`src/rtl/cst_pkg.sv`:
```
package cst_pkg;

   // number of reduction levels: first series entry (2,3,4,6,9,...) not below k
   function automatic int seq_len(input int k);
      int d;
      int l;
      d = 2;
      l = 0;
      while (d < k) begin
         d = (d * 3) / 2;
         l = l + 1;
      end
      return l;
   endfunction

   // series entry j, entry 0 being 2
   function automatic int seq_val(input int j);
      int d;
      d = 2;
      for (int i = 0; i < j; i++) d = (d * 3) / 2;
      return d;
   endfunction

   // operand words entering level lv (lv = levels means the final pair)
   function automatic int ops_at(input int k, input int lv);
      if (lv == 0) return k;
      return seq_val(seq_len(k) - lv);
   endfunction

   // register stages from operand input to result output
   function automatic int stage_regs(input int k, input int every);
      return seq_len(k) / every + 1;
   endfunction

endpackage

```
`src/rtl/csa_row.sv`:
```
module csa_row #(
   parameter int W = 8
) (
   input  logic [W-1:0] a,
   input  logic [W-1:0] b,
   input  logic [W-1:0] c,
   output logic [W-1:0] s,
   output logic [W-1:0] cy
);
   logic [W-1:0] maj;

   for (genvar i = 0; i < W; i++) begin : g_fa
      assign s[i]   = a[i] ^ b[i] ^ c[i];
      assign maj[i] = (a[i] & b[i]) | (a[i] & c[i]) | (b[i] & c[i]);
   end

   // carry weight moves up one bit; the top carry is beyond the result range
   assign cy = {maj[W-2:0], 1'b0};

   logic unused_top;
   assign unused_top = maj[W-1];
endmodule

```
`src/rtl/cst_level.sv`:
```
module cst_level #(
   parameter int NTOT    = 12,
   parameter int W       = 8,
   parameter int IN_CNT  = 12,
   parameter int OUT_CNT = 9,
   parameter int REG     = 1
) (
   input  logic            clk,
   input  logic            rst_n,
   input  logic            in_vld,
   input  logic [NTOT*W-1:0] in_bus,
   output logic            out_vld,
   output logic [NTOT*W-1:0] out_bus
);
   localparam int NCSA  = IN_CNT - OUT_CNT;
   localparam int NPASS = IN_CNT - 3 * NCSA;

   logic [NTOT*W-1:0] nxt;

   for (genvar j = 0; j < NCSA; j++) begin : g_row
      csa_row #(.W(W)) u_row (
         .a  (in_bus[(3*j)*W +: W]),
         .b  (in_bus[(3*j+1)*W +: W]),
         .c  (in_bus[(3*j+2)*W +: W]),
         .s  (nxt[(2*j)*W +: W]),
         .cy (nxt[(2*j+1)*W +: W])
      );
   end

   if (NPASS > 0) begin : g_pass
      assign nxt[2*NCSA*W +: NPASS*W] = in_bus[3*NCSA*W +: NPASS*W];
   end

   assign nxt[NTOT*W-1:OUT_CNT*W] = '0;

   if (IN_CNT < NTOT) begin : g_spare
      logic unused_hi;
      assign unused_hi = ^in_bus[NTOT*W-1:IN_CNT*W];
   end

   if (REG != 0) begin : g_reg
      always_ff @(posedge clk or negedge rst_n) begin
         if (!rst_n) begin
            out_vld <= 1'b0;
            out_bus <= '0;
         end else begin
            out_vld <= in_vld;
            if (in_vld) out_bus <= nxt;
         end
      end
   end else begin : g_comb
      logic unused_clk;
      assign unused_clk = clk ^ rst_n;
      assign out_vld    = in_vld;
      assign out_bus    = nxt;
   end
endmodule

```
`src/rtl/cst_final.sv`:
```
module cst_final #(
   parameter int W = 12
) (
   input  logic         clk,
   input  logic         rst_n,
   input  logic         in_vld,
   input  logic [W-1:0] a,
   input  logic [W-1:0] b,
   output logic         out_vld,
   output logic [W-1:0] out_sum
);
   logic [W-1:0] total;
   assign total = a + b;

   always_ff @(posedge clk or negedge rst_n) begin
      if (!rst_n) begin
         out_vld <= 1'b0;
         out_sum <= '0;
      end else begin
         out_vld <= in_vld;
         if (in_vld) out_sum <= total;
      end
   end
endmodule

```
`src/rtl/cst_tree.sv`:
```
module cst_tree
   import cst_pkg::*;
#(
   parameter int N_OPS     = 12,
   parameter int WIDTH     = 16,
   parameter int REG_EVERY = 1
) (
   input  logic                              clk,
   input  logic                              rst_n,
   input  logic                              in_vld,
   input  logic [N_OPS*WIDTH-1:0]            ops_in,
   output logic                              sum_vld,
   output logic [WIDTH+$clog2(N_OPS)-1:0]    sum_out
);
   localparam int RW     = WIDTH + $clog2(N_OPS);
   localparam int LEVELS = seq_len(N_OPS);

   initial begin
      assert (N_OPS >= 3) else $error("cst_tree: N_OPS must be at least 3");
      assert (WIDTH >= 1) else $error("cst_tree: WIDTH must be at least 1");
      assert (REG_EVERY == 1 || REG_EVERY == 2)
         else $error("cst_tree: REG_EVERY must be 1 or 2");
   end

   logic [LEVELS:0][N_OPS*RW-1:0] bus;
   logic [LEVELS:0]               vld;

   for (genvar i = 0; i < N_OPS; i++) begin : g_ext
      assign bus[0][i*RW +: RW] = {{(RW-WIDTH){1'b0}}, ops_in[i*WIDTH +: WIDTH]};
   end
   assign vld[0] = in_vld;

   for (genvar lv = 0; lv < LEVELS; lv++) begin : g_lvl
      cst_level #(
         .NTOT    (N_OPS),
         .W       (RW),
         .IN_CNT  (ops_at(N_OPS, lv)),
         .OUT_CNT (ops_at(N_OPS, lv + 1)),
         .REG     ((((lv + 1) % REG_EVERY) == 0) ? 1 : 0)
      ) u_lvl (
         .clk     (clk),
         .rst_n   (rst_n),
         .in_vld  (vld[lv]),
         .in_bus  (bus[lv]),
         .out_vld (vld[lv+1]),
         .out_bus (bus[lv+1])
      );
   end

   logic unused_rest;
   assign unused_rest = ^bus[LEVELS][N_OPS*RW-1:2*RW];

   cst_final #(.W(RW)) u_fin (
      .clk     (clk),
      .rst_n   (rst_n),
      .in_vld  (vld[LEVELS]),
      .a       (bus[LEVELS][0 +: RW]),
      .b       (bus[LEVELS][RW +: RW]),
      .out_vld (sum_vld),
      .out_sum (sum_out)
   );
endmodule

```
`config.mk`:
```
export PLATFORM = sky130hd
export DESIGN_NAME = cst_tree
export DESIGN_NICKNAME = d
export VERILOG_FILES = /design/src/rtl/cst_pkg.sv /design/src/rtl/csa_row.sv /design/src/rtl/cst_level.sv /design/src/rtl/cst_final.sv /design/src/rtl/cst_tree.sv
export SDC_FILE = /design/constraint.sdc
export NUM_CORES = 1
export LEC_CHECK = 0
export ABC_AREA = 1
export CAP_MARGIN = 20
export CORE_ASPECT_RATIO = 1.2
export CORE_MARGIN = 2
export CORE_UTILIZATION = 52
export CTS_CLUSTER_SIZE = 14
export DETAILED_ROUTE_END_ITERATION = 8
export PLACE_DENSITY = 0.73
export SLEW_MARGIN = 20
export SYNTH_ARGS = -nofsm -noshare
export SYNTH_HDL_FRONTEND = slang
export SYNTH_SLANG_ARGS = --single-unit
```
`constraint.sdc`:
```
create_clock -name clk -period 4.46 [get_ports clk]
set_input_delay 0.446 -clock clk [delete_from_list [all_inputs] [get_ports clk]]
set_output_delay 0.446 -clock clk [all_outputs]
set_load 0.01 [all_outputs]
```
# ---- After elaboration in Yosys (flattened, before gate mapping)
# Index checks and enable logic that the tools add are counted.
# W data, S select, Z words.
dict set report classes {
  n_addsub 1
  mul 0
  n_div 0
  order_cmp 0
  n_eq_ne 0
  shifts 0
  muxes 0
  bitwise_logic 1108
  n_reduce_logical 0
}
# operator count
set op_table {}
lappend op_table {{$and A1 B1 Y1} 476}
lappend op_table {{$xor A1 B1 Y1} 320}
lappend op_table {{$or A1 B1 Y1} 312}
lappend op_table {{$add A20 B19 Y20} 1}
dict set report word_totals {
  register_bits 425
  latch_bits 0
  ram_bits 0
  romBits 0
  in_bits 195
  out_inout_bits 21
  word_cells 1121
  mem_count 0
}

# ---- Logic depth before layout (Yosys ltp)
# Gate-level depths: netlist of run 1.
dict set report logic_depth {
  depth_word 3
  ltp_mapped 11
  mapped_depth_nobuf 11
}

# ---- Hierarchy
# Synthesis of run 1 repeated with hierarchy kept, for this count alone.
dict set report unflattened {
  cells_unflattened 3356
  hier_area_um2 30062.6
}
# mod instances cells_per_inst area_each_um2 seq_area_each_um2
set modules_own_cells {}
lappend modules_own_cells {{cst_level at g_lvl[0].u_lvl} 1 822 7282.0 4529.3}
lappend modules_own_cells {{cst_level at g_lvl[1].u_lvl} 1 629 5437.7 3027.9}
lappend modules_own_cells {{cst_level at g_lvl[2].u_lvl} 1 500 4282.9 2026.9}
lappend modules_own_cells {csa_row 10 30 426.7 0.0}
lappend modules_own_cells {{cst_level at g_lvl[3].u_lvl} 1 436 3709.8 1526.5}
lappend modules_own_cells {{cst_level at g_lvl[4].u_lvl} 1 372 3135.5 1026.0}
lappend modules_own_cells {cst_final 1 296 1944.4 525.5}
lappend modules_own_cells {cst_tree 1 1 3.8 0.0}

# ---- Least setup slack after synthesis of run 1
# No wires, ideal clock.
dict set report synth_timing {
  path_kind {flip-flop to flip-flop}
  from {register g_lvl[4].u_lvl.out_bus[2]}
  to {register u_fin.out_sum[8]}
  setup_ps 117
  t_arrival_ps 1528
  required_time_ps 4343
  setup_slack_ps 2815
  stages_incl_launch_ff 10
  n_path_buf 0
  period_less_slack_ps 1645
  cell_sequence {dfrtp_1 > ha_1 > fa_1 > nand2_1 > nand2_2 > nand3_2 > nand2_2 > or2_1 > nand3_1 > nand2_1}
}
dict set report synth_via {
  elab_chain_len 1
}
# element line_no
set synth_rtl {}
lappend synth_rtl {{start: declaration} cst_level.sv:13} ;# output logic [NTOT*W-1:0] out_bus
lappend synth_rtl {{start signal: assignment} cst_level.sv:48} ;# if (in_vld) out_bus <= nxt;
lappend synth_rtl {{$add A20 B19 Y20} cst_final.sv:13} ;# assign total = a + b;
lappend synth_rtl {{end signal: assignment} cst_final.sv:21} ;# if (in_vld) out_sum <= total;
lappend synth_rtl {{end: declaration} cst_final.sv:10} ;# output logic [W-1:0] out_sum
# No other way between the ends.
# A chain may end at the register's enable or synchronous reset.

# ---- Worst setup path in the final report of run 1
dict set report layout_timing {
  from {register g_lvl[1].u_lvl.out_vld}
  to {register g_lvl[2].u_lvl.out_bus[37]}
}
# element line_no
set layout_lines {}
lappend layout_lines {{start: declaration} cst_level.sv:12} ;# output logic out_vld,
lappend layout_lines {{start signal: assignment} cst_level.sv:47} ;# out_vld <= in_vld;
lappend layout_lines {{end signal: assignment} cst_level.sv:48}
lappend layout_lines {{end: declaration} cst_level.sv:13}
# No word-level cell between the ends.

==> results.tsv, run 1 <==
stage	metric	value	unit
grt	grt_pass1_wl	64000	um
die	rows	78	
route	drt-total-wl	38900	um
sta	finalCritPeriodShare	44.9	%
clock_network	clk_path_buf_depth	3	
power_and_ir_drop	pwr-share-clk	26.3	%
synthesis	ys_seq_area_share	53.3	%
clock_network	cts_tree	yes	
clock_network	clk_pin_slew_worst_paths	0.06	ns
synthesis	syn-num-nets	1738	
die	die_area	0.0399	mm2
clock_network	root_buffer	clkbuf_16	
synthesis	synth.avg_cell_area	14.6	um2
synthesis	synth.area.top_cells	dfrtp_1, mux2_2, fa_1	
setup_path	criticalPathCategory	reg2reg	
setup_path	cp_max_fo	48	
place	hpwl	28800	um
die	initial_core_util	52.7	%
grt	grt_pass1_vias	12000	
synthesis	synthCells	1361	
sta	slew_violations	0	
die	die_w	183	um
grt	grtUsageTotal	20.7	%
die	die_y	218	um
setup_path	critPathArrivalTime	2.44	ns
setup_path	crit_path_end_kind	flip-flop	
synthesis	synth_top_area_share	53.3	%
route	drc	0	
layout	fin_nets	1960	
synthesis	synth_top_area_cell	dfrtp_1	
sta	max_freq	499	MHz
grt	grt_max_degree	111	
die	core	0.0378	mm2
grt	grt_overflow	0	
route	vias	10700	
setup_path	slowest_delay	0.91	ns
sta	relSlewSlack	33.7	%
layout	area_growth	20.6	%
place	dp_slack	2.32	ns
grt	antenna_found_initial	1	
synthesis	yosys_register_bits	424	
setup_path	cp_top_family	flip-flops	
synthesis	yosysWarnings	0	
die	io_pins	216	
route	dr.pass1.iters	4	
setup_path	path_buf_inv	1	
sta	setup_viol	0	
sta	hold_slack	0.436	ns
layout	drive_above_1_share	28.8	%
route	viasPerCell	5.12	
power_and_ir_drop	peakVddDrop	0.316	mV
power_and_ir_drop	switching_share	31.9	%
setup_path	required	4.89	ns
route	drtIter0Drc	463	
power_and_ir_drop	seqPwrFrac	42.0	%
synthesis	synthDistinctLibCells	28	
clock_network	cts_buffers	43	
power_and_ir_drop	p_sw	4630	uW
setup_path	start_kind	flip-flop	
synthesis	netlist_area	0.0199	mm2
clock_network	cts_hold_buf	1	
layout	final_common_cell	dfrtp_1	
layout	n_fill_cell	2805	
sta	setup_tns	0	ns
setup_path	crit_path_cell_trace	buf_4 -> mux2_2	
sta	hold_violations	0	
clock_network	postCtsResizedCells	0	
run_status	outcome	finished, final reports clean	
layout	antennaDiodeCount	0	
place	io_buffers	215	
power_and_ir_drop	leakage	0.0104	uW
worst_hold_path	min_path_type	in2reg	
sta	worst_pin_slew	0.994	ns
clock_network	h-tree-depth	2	
sta	clock_skew	0.0228	ns
power_and_ir_drop	comb_power_share	31.7	%
route	wire_per_inst	18.5	um
power_and_ir_drop	powerDensity	604	mW/mm2
route	ant_nets	0	
sta	fin_crit	2.00	ns
sta	grt_setup_unrepaired	no	
clock_network	post_cts_buffers	0	
power_and_ir_drop	p_int	9900	uW
clock_network	clock_sinks	424	
run	drv_cap	0	
place	gp_congestion	0.820	
sta	setup_ws	2.46	ns
clock_network	clkLatencyLatePin	0.55	ns
layout	post-route-util	63.6	%
layout	final_cell_mix	dfrtp_1, mux2_2, clkdlybuf4s50_1	
setup_path	critPathSlowestCell	dfrtp_2	
-- routing by layer --
layer | share of wire (%) | vias to the layer above | GRT usage [%]
li1 | - | 4999 | -
met5 | 0 | - | 0
met4 | 1.6 | 0 | 4.68
met2 | 52 | 183 | 36.8
met1 | 43 | 5515 | 27.3
met3 | 3.2 | 46 | 2.67
-- final timing paths --
path	start	to	slack (ns)	cells past startpoint
max in group asynchronous	rst_n	g_lvl[3].u_lvl.out_bus[9]$_DFFE_PN0P_	2.84	3
max reg2reg	g_lvl[1].u_lvl.out_vld$_DFF_PN0_	g_lvl[2].u_lvl.out_bus[37]$_DFFE_PN0P_	2.46	2
min in group asynchronous	rst_n	g_lvl[0].u_lvl.out_bus[23]$_DFFE_PN0P_	0.52	2
min	in_vld	g_lvl[0].u_lvl.out_vld$_DFF_PN0_	0.44	1
max	g_lvl[1].u_lvl.out_vld$_DFF_PN0_	g_lvl[2].u_lvl.out_bus[37]$_DFFE_PN0P_	2.46	2
min reg2reg	u_fin.out_sum[2]$_DFFE_PN0P_	u_fin.out_sum[2]$_DFFE_PN0P_	0.47	2
-- area by class of cell --
cell class | count | area, um2 | share of cell area, %
Tap cell | 480 | 601 | 2.50
Clock buffer | 67 | 1290 | 5.36
Sequential cell | 424 | 10600 | 44.2
Timing Repair Buffer | 229 | 2320 | 9.67
Multi-Input combinational cell | 816 | 8720 | 36.3
Inverter | 69 | 259 | 1.08
Clock inverter | 12 | 229 | 0.953
-- worst reg2reg max path: cells and delay by family (launching register included) --
family / cells / cell delay, ns
buf+inv: 1 / 0.56
mux: 1 / 0.43
flops: 1 / 0.91
-- kinds of logic (layout without fill, tap and decap cells) --
family                   after synthesis  in the layout  synth area share, %
flip-flops                           424            424                 53.3
XOR/XNOR                               4              4                0.176
buffers and inverters                121            377                 2.99
AND/OR/NAND/NOR                      214            214                 4.68
adder cells (fa/ha/maj)              182            182                 17.3
AO/OA/AOI/OAI                         63             63                 1.60
multiplexers                         353            353                 20.0
-- flip-flops by register name (all words and copies together), names as in the netlist --
signal               cells
u_fin.out_sum           20
g_lvl.u_lvl.out_bus    398
g_lvl.u_lvl.out_vld      5
u_fin.out_vld            1
-- power groups by stage --
stage / clock network [uW] / logic [uW] / registers [uW]
after floorplan: 0 / 3040 / 5910
after global placement: 0 / 4480 / 6150
after detailed placement: 0 / 4630 / 6200
after CTS: 3900 / 4680 / 6140
after global routing: 4050 / 5240 / 6290
final: 3810 / 4610 / 6100
-- cells in the mapped netlist --
master	n
o21ai_1	3
inv_1	63
o21ai_0	27
xnor2_1	4
clkbuf_1	3
a21oi_1	32
nand3b_1	3
nor2_1	32
buf_2	23
nor3_2	5
and2_2	1
mux2_1	1
clkinv_1	1
fa_1	157
ha_1	25
dfrtp_1	424
nor2_2	1
buf_6	4
or2_1	1
nand3_2	2
buf_4	22
a21oi_2	1
mux2_2	352
or2_4	1
nand3_1	20
inv_2	5
nand2_2	14
nand2_1	134
-- per-stage QoR --
step	total power, uW	area [um2]	std cells
after global placement	10600	22500	2016
final	14500	24000	2097
after CTS	14700	24000	2096
after floorplan	8950	19900	1361
after global routing	15600	24000	2097
after detailed placement	10800	22500	2016
Power figures use the tool's default switching activity.
==> run 2, diff against run 1 <==
CORE_UTILIZATION = 51   (was 52)
PLACE_DENSITY = 0.75   (was 0.73)
clock period = 1.8 ns   (was 4.46 ns; I/O delays follow)
==> results.tsv, run 2 (synthesis gave the netlist of run 1 again) <==
stage	metric	value	unit	change
run_status	outcome	finished, final reports clean		
die	die_w	184	um	+0.95%
grt	grt_pass1_vias	12200		+1.9%
setup_path	path_buf_inv	0		-1
route	wl_met2	20200	um	-0.32%
setup_path	crit_path_end_kind	flip-flop		
die	core	0.0386	mm2	+2.3%
die	initial_core_util	51.5	%	-1.2 points
grt	antenna_found_initial	0		-1
sta	setup_viol	0		unchanged
setup_path	critPathSlowestCell	dfrtp_1		
place	io_buffers	215		unchanged
setup_path	cp_top_family	simple AND/OR/NAND/NOR gates		
clock_network	clkLatencyLatePin	0.56	ns	about the same
clock_network	cts_buffers	42		-2.3%
setup_path	criticalPathCategory	reg2reg		
setup_path	startpoint	g_lvl[4].u_lvl.out_bus[2]$_DFFE_PN0P_		
power_and_ir_drop	powerDensity	1450	mW/mm2	+140%
sta	max_freq	599	MHz	+20%
sta	fin_crit	1.67	ns	-0.334 ns
clock_network	h-tree-depth	2		unchanged
route	vias	10900		+1.6%
route	drc	0		unchanged
grt	grt_pass1_wl	65200	um	+1.9%
grt	grt_max_degree	88		-21%
die	io_pins	216		unchanged
layout	post-route-util	62.5	%	-1.1 points
route	viasPerCell	5.06		-1.1%
sta	clock_skew	0.0279	ns	+0.00515 ns
setup_path	critPathArrivalTime	2.10	ns	-0.34 ns
setup_path	required	2.23	ns	-2.66 ns
layout	fin_nets	1978		+0.92%
layout	instances_no_fill	2154		+2.7%
route	highest_layer	met4		
sta	slew_violations	0		unchanged
sta	grt_setup_unrepaired	no		
place	hpwl	29800	um	+3.8%
layout	area_growth	21.3	%	
die	die_area	0.0407	mm2	+1.9%
grt	grt_overflow	0		unchanged
worst_hold_path	min_path_type	in2async		
power_and_ir_drop	p_total	35100	uW	+140%
sta	relSlewSlack	70.3	%	+37 points
run	drv_cap	0		unchanged
clock_network	post_cts_buffers	0		unchanged
die	rows	79		+1.3%
layout	largest_reg_flops	398		unchanged
clock_network	cts_tree	yes		
sta	worst_pin_slew	0.445	ns	-0.550 ns
route	drt-total-wl	39000	um	+0.35%
route	wl_met1	16600	um	-0.65%
route	ant_nets	0		unchanged
place	placed_cells_incl_taps	2082		+3.3%
layout	drive_above_1_share	29.8	%	+0.97 points
clock_network	root_buffer	clkbuf_16		
route	wire_per_inst	18.1	um	-2.3%
route	drtIter0Drc	473		+2.2%
layout	stdcell_area	0.0242	mm2	+0.52%
setup_path	r2r-start	g_lvl[4].u_lvl.out_bus[2]$_DFFE_PN0P_		
clock_network	clock_sinks	424		unchanged
route	dr.pass1.iters	4		unchanged
clock_network	clk_pin_slew_worst_paths	0.06	ns	about the same
power_and_ir_drop	peakVddDrop	0.773	mV	+140%
sta	setup_tns	0	ns	unchanged
setup_path	path_common_cell	nand2_2		
layout	top_register	g_lvl.u_lvl.out_bus		
power_and_ir_drop	leakage	0.0104	uW	+0.41%
place	gp_congestion	0.830		+1.2%
layout	final_cell_mix	dfrtp_1, mux2_2, clkdlybuf4s50_1		
layout	final_common_cell	dfrtp_1		
setup_path	crit_path_cell_trace	ha_2 -> fa_2 -> nand2_2 -> nand2_2 -> nand3_1 -> nand2_2 -> nand2_2 -> nand3_1 -> nand3_1 -> nand2_1		
sta	hold_violations	0		unchanged
setup_path	slowest_delay	0.38	ns	-0.53 ns
route	met3_length	1270	um	+3.5%
layout	antennaDiodeCount	0		unchanged
layout	n_fill_cell	2853		+1.7%
layout	reg.largest.list	g_lvl.u_lvl.out_bus x398, u_fin.out_sum x20, g_lvl.u_lvl.out_vld x5		
setup_path	start_kind	flip-flop		
grt	grtUsageTotal	20.7	%	about the same
clock_network	clk_path_buf_depth	3		unchanged
setup_path	cp_max_fo	4		-92%
die	die_y	221	um	+0.96%
place	placed_area	0.0228	mm2	+1.5%
sta	finalCritPeriodShare	92.7	%	+48 points
==> run 2: cell types whose count changed in the layout (fill, tap and decap cells not counted), sizes merged <==
cell,delta
buf,+19
clkinv,+5
bufinv,-5
clkbuf,-8
==> run 2: area by class of cell <==
type	instances	area, um2	share of cell area (%)
inverters	69	259	1.07
multi-input cells	816	8720	36.1
well taps	526	658	2.72
repair buffers	248	2580	10.7
clock buffers	59	1200	4.99
flip-flops and latches	424	10600	43.9
clock inverters	12	111	0.461
==> run 2: final timing paths <==
kind,endpoint,slack [ns],cells past startpoint
worst max-delay path,u_fin.out_sum[18]$_DFFE_PN0P_,0.13,10
worst min-delay path,g_lvl[0].u_lvl.out_bus[2]$_DFFE_PN0P_,0.09,2
worst max register to register,u_fin.out_sum[18]$_DFFE_PN0P_,0.13,10
worst min register to register,u_fin.out_sum[3]$_DFFE_PN0P_,0.47,2
max in group asynchronous,g_lvl[2].u_lvl.out_bus[27]$_DFFE_PN0P_,0.98,3
min in group clk,g_lvl[0].u_lvl.out_bus[6]$_DFFE_PN0P_,0.13,2
==> run 2: per-layer routing <==
layer / GRT usage (%) / vias to the layer above
li1: - / 5028
met1: 27.4 / 5638
met2: 36.3 / 190
met5: 0 / -
met4: 5.81 / 0
met3: 2.65 / 54
==> run 2: per-stage QoR <==
step,setup WS [ns],hold slack [ns]
global placement,0.0468,0.0750
floorplan,0.155,-0.116
finish,0.131,0.0950
global route,0.00382,0.121
detailed placement,0.0220,0.0696
CTS,0.0432,0.0915
==> run 2: power breakdown <==
part	internal [uW]	switching [uW]	total, uW
clock	4810	3580	8390
sequential	12700	2490	15200
combinational	6170	5400	11600
total	23700	11500	35100
==> run 2: what timing repair did <==
item / CTS / global route
endpoints found under the hold margin: 338 / 0
hold buffers: 1 / 0
endpoints found under the setup margin: 1 / 5
gates resized for setup: 1 / 2
gates cloned: 0 / 0
==> run 2: worst reg2reg max path, cell delays in order, from the launching register on <==
cell     delay [ns]
dfrtp_1        0.38
ha_2           0.21
fa_2           0.35
nand2_2        0.08
nand2_2        0.07
nand3_1        0.10
nand2_2        0.10
nand2_2        0.08
nand3_1        0.06
nand3_1        0.08
nand2_1        0.05
==> run 3, diff against run 2 <==
PLACE_DENSITY = 0.84   (was 0.75)
==> results.tsv, run 3 (synthesis gave the netlist of run 1 again) <==
stage	metric	value	unit	change
run_status	outcome	finished, final reports clean		
layout	fin_nets	1977		-0.051%
layout	drive_above_1_share	30.0	%	+0.17 points
setup_path	criticalPathCategory	reg2reg		
layout	area_growth	21.8	%	
power_and_ir_drop	powerDensity	1480	mW/mm2	+1.9%
clock_network	post_cts_buffers	0		unchanged
sta	hold_violations	0		unchanged
grt	grt_use_met3	3.09	%	+0.44 points
worst_hold_path	min_path_type	in2reg		
worst_hold_path	hold_start	in_vld		
place	placed_area	0.0228	mm2	about the same
setup_path	worstReg2RegEnd	u_fin.out_sum[14]$_DFFE_PN0P_		
route	drt-total-wl	40900	um	+4.8%
layout	top_register	g_lvl.u_lvl.out_bus		
sta	max_freq	595	MHz	-0.76%
sta	relSlewSlack	73.9	%	+3.5 points
layout	largest_reg_flops	398		unchanged
sta	setup_viol	0		unchanged
die	initial_core_util	51.5	%	unchanged
layout	reg.largest.list	g_lvl.u_lvl.out_bus x398, u_fin.out_sum x20, g_lvl.u_lvl.out_vld x5		
sta	worst_pin_slew	0.392	ns	-0.0529 ns
setup_path	rrSetupSlack	0.12	ns	about the same
grt	grt_overflow	0		unchanged
worst_hold_path	min_to	g_lvl[0].u_lvl.out_bus[85]$_DFFE_PN0P_		
route	dr.pass1.iters	4		unchanged
setup_path	crit_path_end_kind	flip-flop		
clock_network	clk_path_buf_depth	3		unchanged
layout	final_common_cell	dfrtp_1		
die	io_pins	216		unchanged
power_and_ir_drop	leakage	0.0104	uW	+0.38%
clock_network	cts_buffers	41		-2.4%
layout	instances_no_fill	2158		+0.19%
clock_network	clock_sinks	424		unchanged
clock_network	clkLatencyLatePin	0.54	ns	-0.02 ns
grt	grt_max_degree	72		-18%
sta	slew_violations	0		unchanged
power_and_ir_drop	peakVddDrop	0.741	mV	-4.2%
die	die_y	221	um	unchanged
layout	post-route-util	62.8	%	+0.26 points
setup_path	required	2.22	ns	about the same
setup_path	start_kind	flip-flop		
clock_network	root_buffer	clkbuf_16		
layout	antennaDiodeCount	0		unchanged
setup_path	critPathSlowestCell	dfrtp_1		
die	die_w	184	um	unchanged
run	drv_cap	0		unchanged
setup_path	cp_top_family	simple AND/OR/NAND/NOR gates		
route	drc	0		unchanged
power_and_ir_drop	p_total	35900	uW	+2.3%
clock_network	h-tree-depth	2		unchanged
grt	grt_pass1_vias	12600		+3.3%
worst_hold_path	min_path_cells	2		
clock_network	cts_tree	yes		
setup_path	crit_path_cell_trace	ha_4 -> fa_2 -> nand2_2 -> nand2_2 -> nand3_1 -> nand2_2 -> nand2_2 -> nand3_1 -> nand3_1 -> nand2_1		
die	die_area	0.0407	mm2	unchanged
grt	grt_util_met2	39.2	%	+2.9 points
clock_network	clk_pin_slew_worst_paths	0.07	ns	about the same
sta	fin_crit	1.68	ns	+0.0127 ns
grt	antenna_found_initial	1		+1
route	vias	11200		+2.3%
layout	final_cell_mix	dfrtp_1, mux2_2, clkdlybuf4s50_1		
setup_path	path_common_cell	nand2_2		
route	wire_per_inst	19.0	um	+4.6%
place	placed_cells_incl_taps	2082		unchanged
grt	grt_pass1_wl	67600	um	+3.7%
route	viasPerCell	5.17		+2.1%
grt	grt_busiest_layer	met2		
setup_path	r2r-start	g_lvl[4].u_lvl.out_bus[2]$_DFFE_PN0P_		
sta	finalCritPeriodShare	93.4	%	+0.71 points
setup_path	r2r_cells	10		unchanged
setup_path	slowest_delay	0.42	ns	+0.04 ns
route	drtIter0Drc	546		+15%
setup_path	critPathArrivalTime	2.11	ns	about the same
place	gp_congestion	0.828		-0.30%
setup_path	cp_max_fo	4		unchanged
route	ant_nets	0		unchanged
die	core	0.0386	mm2	unchanged
setup_path	path_buf_inv	0		unchanged
place	hpwl	30600	um	+2.6%
layout	stdcell_area	0.0243	mm2	+0.41%
grt	grtUsageTotal	21.6	%	+0.90 points
sta	clock_skew	0.0170	ns	-0.0110 ns
die	rows	79		unchanged
grt	use_met1	26.8	%	-0.62 points
place	io_buffers	215		unchanged
-- run 3: what timing repair did --
| action | CTS | global route |
|---|---|---|
| gates cloned | 0 | 0 |
| resized for setup | 1 | 4 |
| hold buffers | 1 | 0 |
| hold endpoints to repair | 342 | 0 |
| pin swaps | 0 | 0 |
| endpoints found under the setup margin | 2 | 8 |
-- run 3: metal layers --
metal	wire, um	part of all wire (%)	vias up
met5	13	0.032	-
met4	1120	2.7	2
met3	1420	3.5	77
met2	21900	54	221
met1	16400	40	5853
li1	-	-	5011
-- run 3: power breakdown --
| part | internal, uW | switching (uW) | total [uW] |
|---|---|---|---|
| clock network | 5310 | 3580 | 8890 |
| logic | 6260 | 5630 | 11900 |
| registers | 12700 | 2480 | 15200 |
-- run 3: worst max path at each step --
stage / start / to / slack, ns / depth (start not counted)
2_1_floorplan: g_lvl[4].u_lvl.out_bus[2]$_DFFE_PN0P_ / u_fin.out_sum[8]$_DFFE_PN0P_ / 0.15 / 9
3_3_place_gp: g_lvl[4].u_lvl.out_bus[2]$_DFFE_PN0P_ / u_fin.out_sum[18]$_DFFE_PN0P_ / 0.06 / 10
3_5_place_dp: g_lvl[4].u_lvl.out_bus[2]$_DFFE_PN0P_ / u_fin.out_sum[14]$_DFFE_PN0P_ / 0.02 / 10
4_1_cts: g_lvl[4].u_lvl.out_bus[2]$_DFFE_PN0P_ / u_fin.out_sum[14]$_DFFE_PN0P_ / 0.04 / 10
5_1_grt: g_lvl[4].u_lvl.out_bus[2]$_DFFE_PN0P_ / u_fin.out_sum[18]$_DFFE_PN0P_ / -0.008 / 10
6_report: g_lvl[4].u_lvl.out_bus[2]$_DFFE_PN0P_ / u_fin.out_sum[14]$_DFFE_PN0P_ / 0.12 / 10
-- run 3: layout make-up --
| type | instances | area (um2) |
|---|---|---|
| fill | 2677 | 14400 |
| sequential | 424 | 10600 |
| multi-input combinational | 816 | 8740 |
| timing repair buffer | 248 | 2570 |
| clock buffer | 64 | 1270 |
| tap | 526 | 658 |
| inverter | 69 | 259 |
| clock inverter | 11 | 140 |
-- run 3: per-stage QoR --
step | hold slack, ns | setup slack (ns) | TNS [ns]
after floorplan | -0.116 | 0.155 | 0
after global placement | 0.0946 | 0.0564 | 0
after detailed placement | 0.0985 | 0.0157 | 0
after CTS | 0.109 | 0.0437 | 0
after global routing | 0.126 | -0.00829 | -0.00829
final | 0.119 | 0.118 | 0
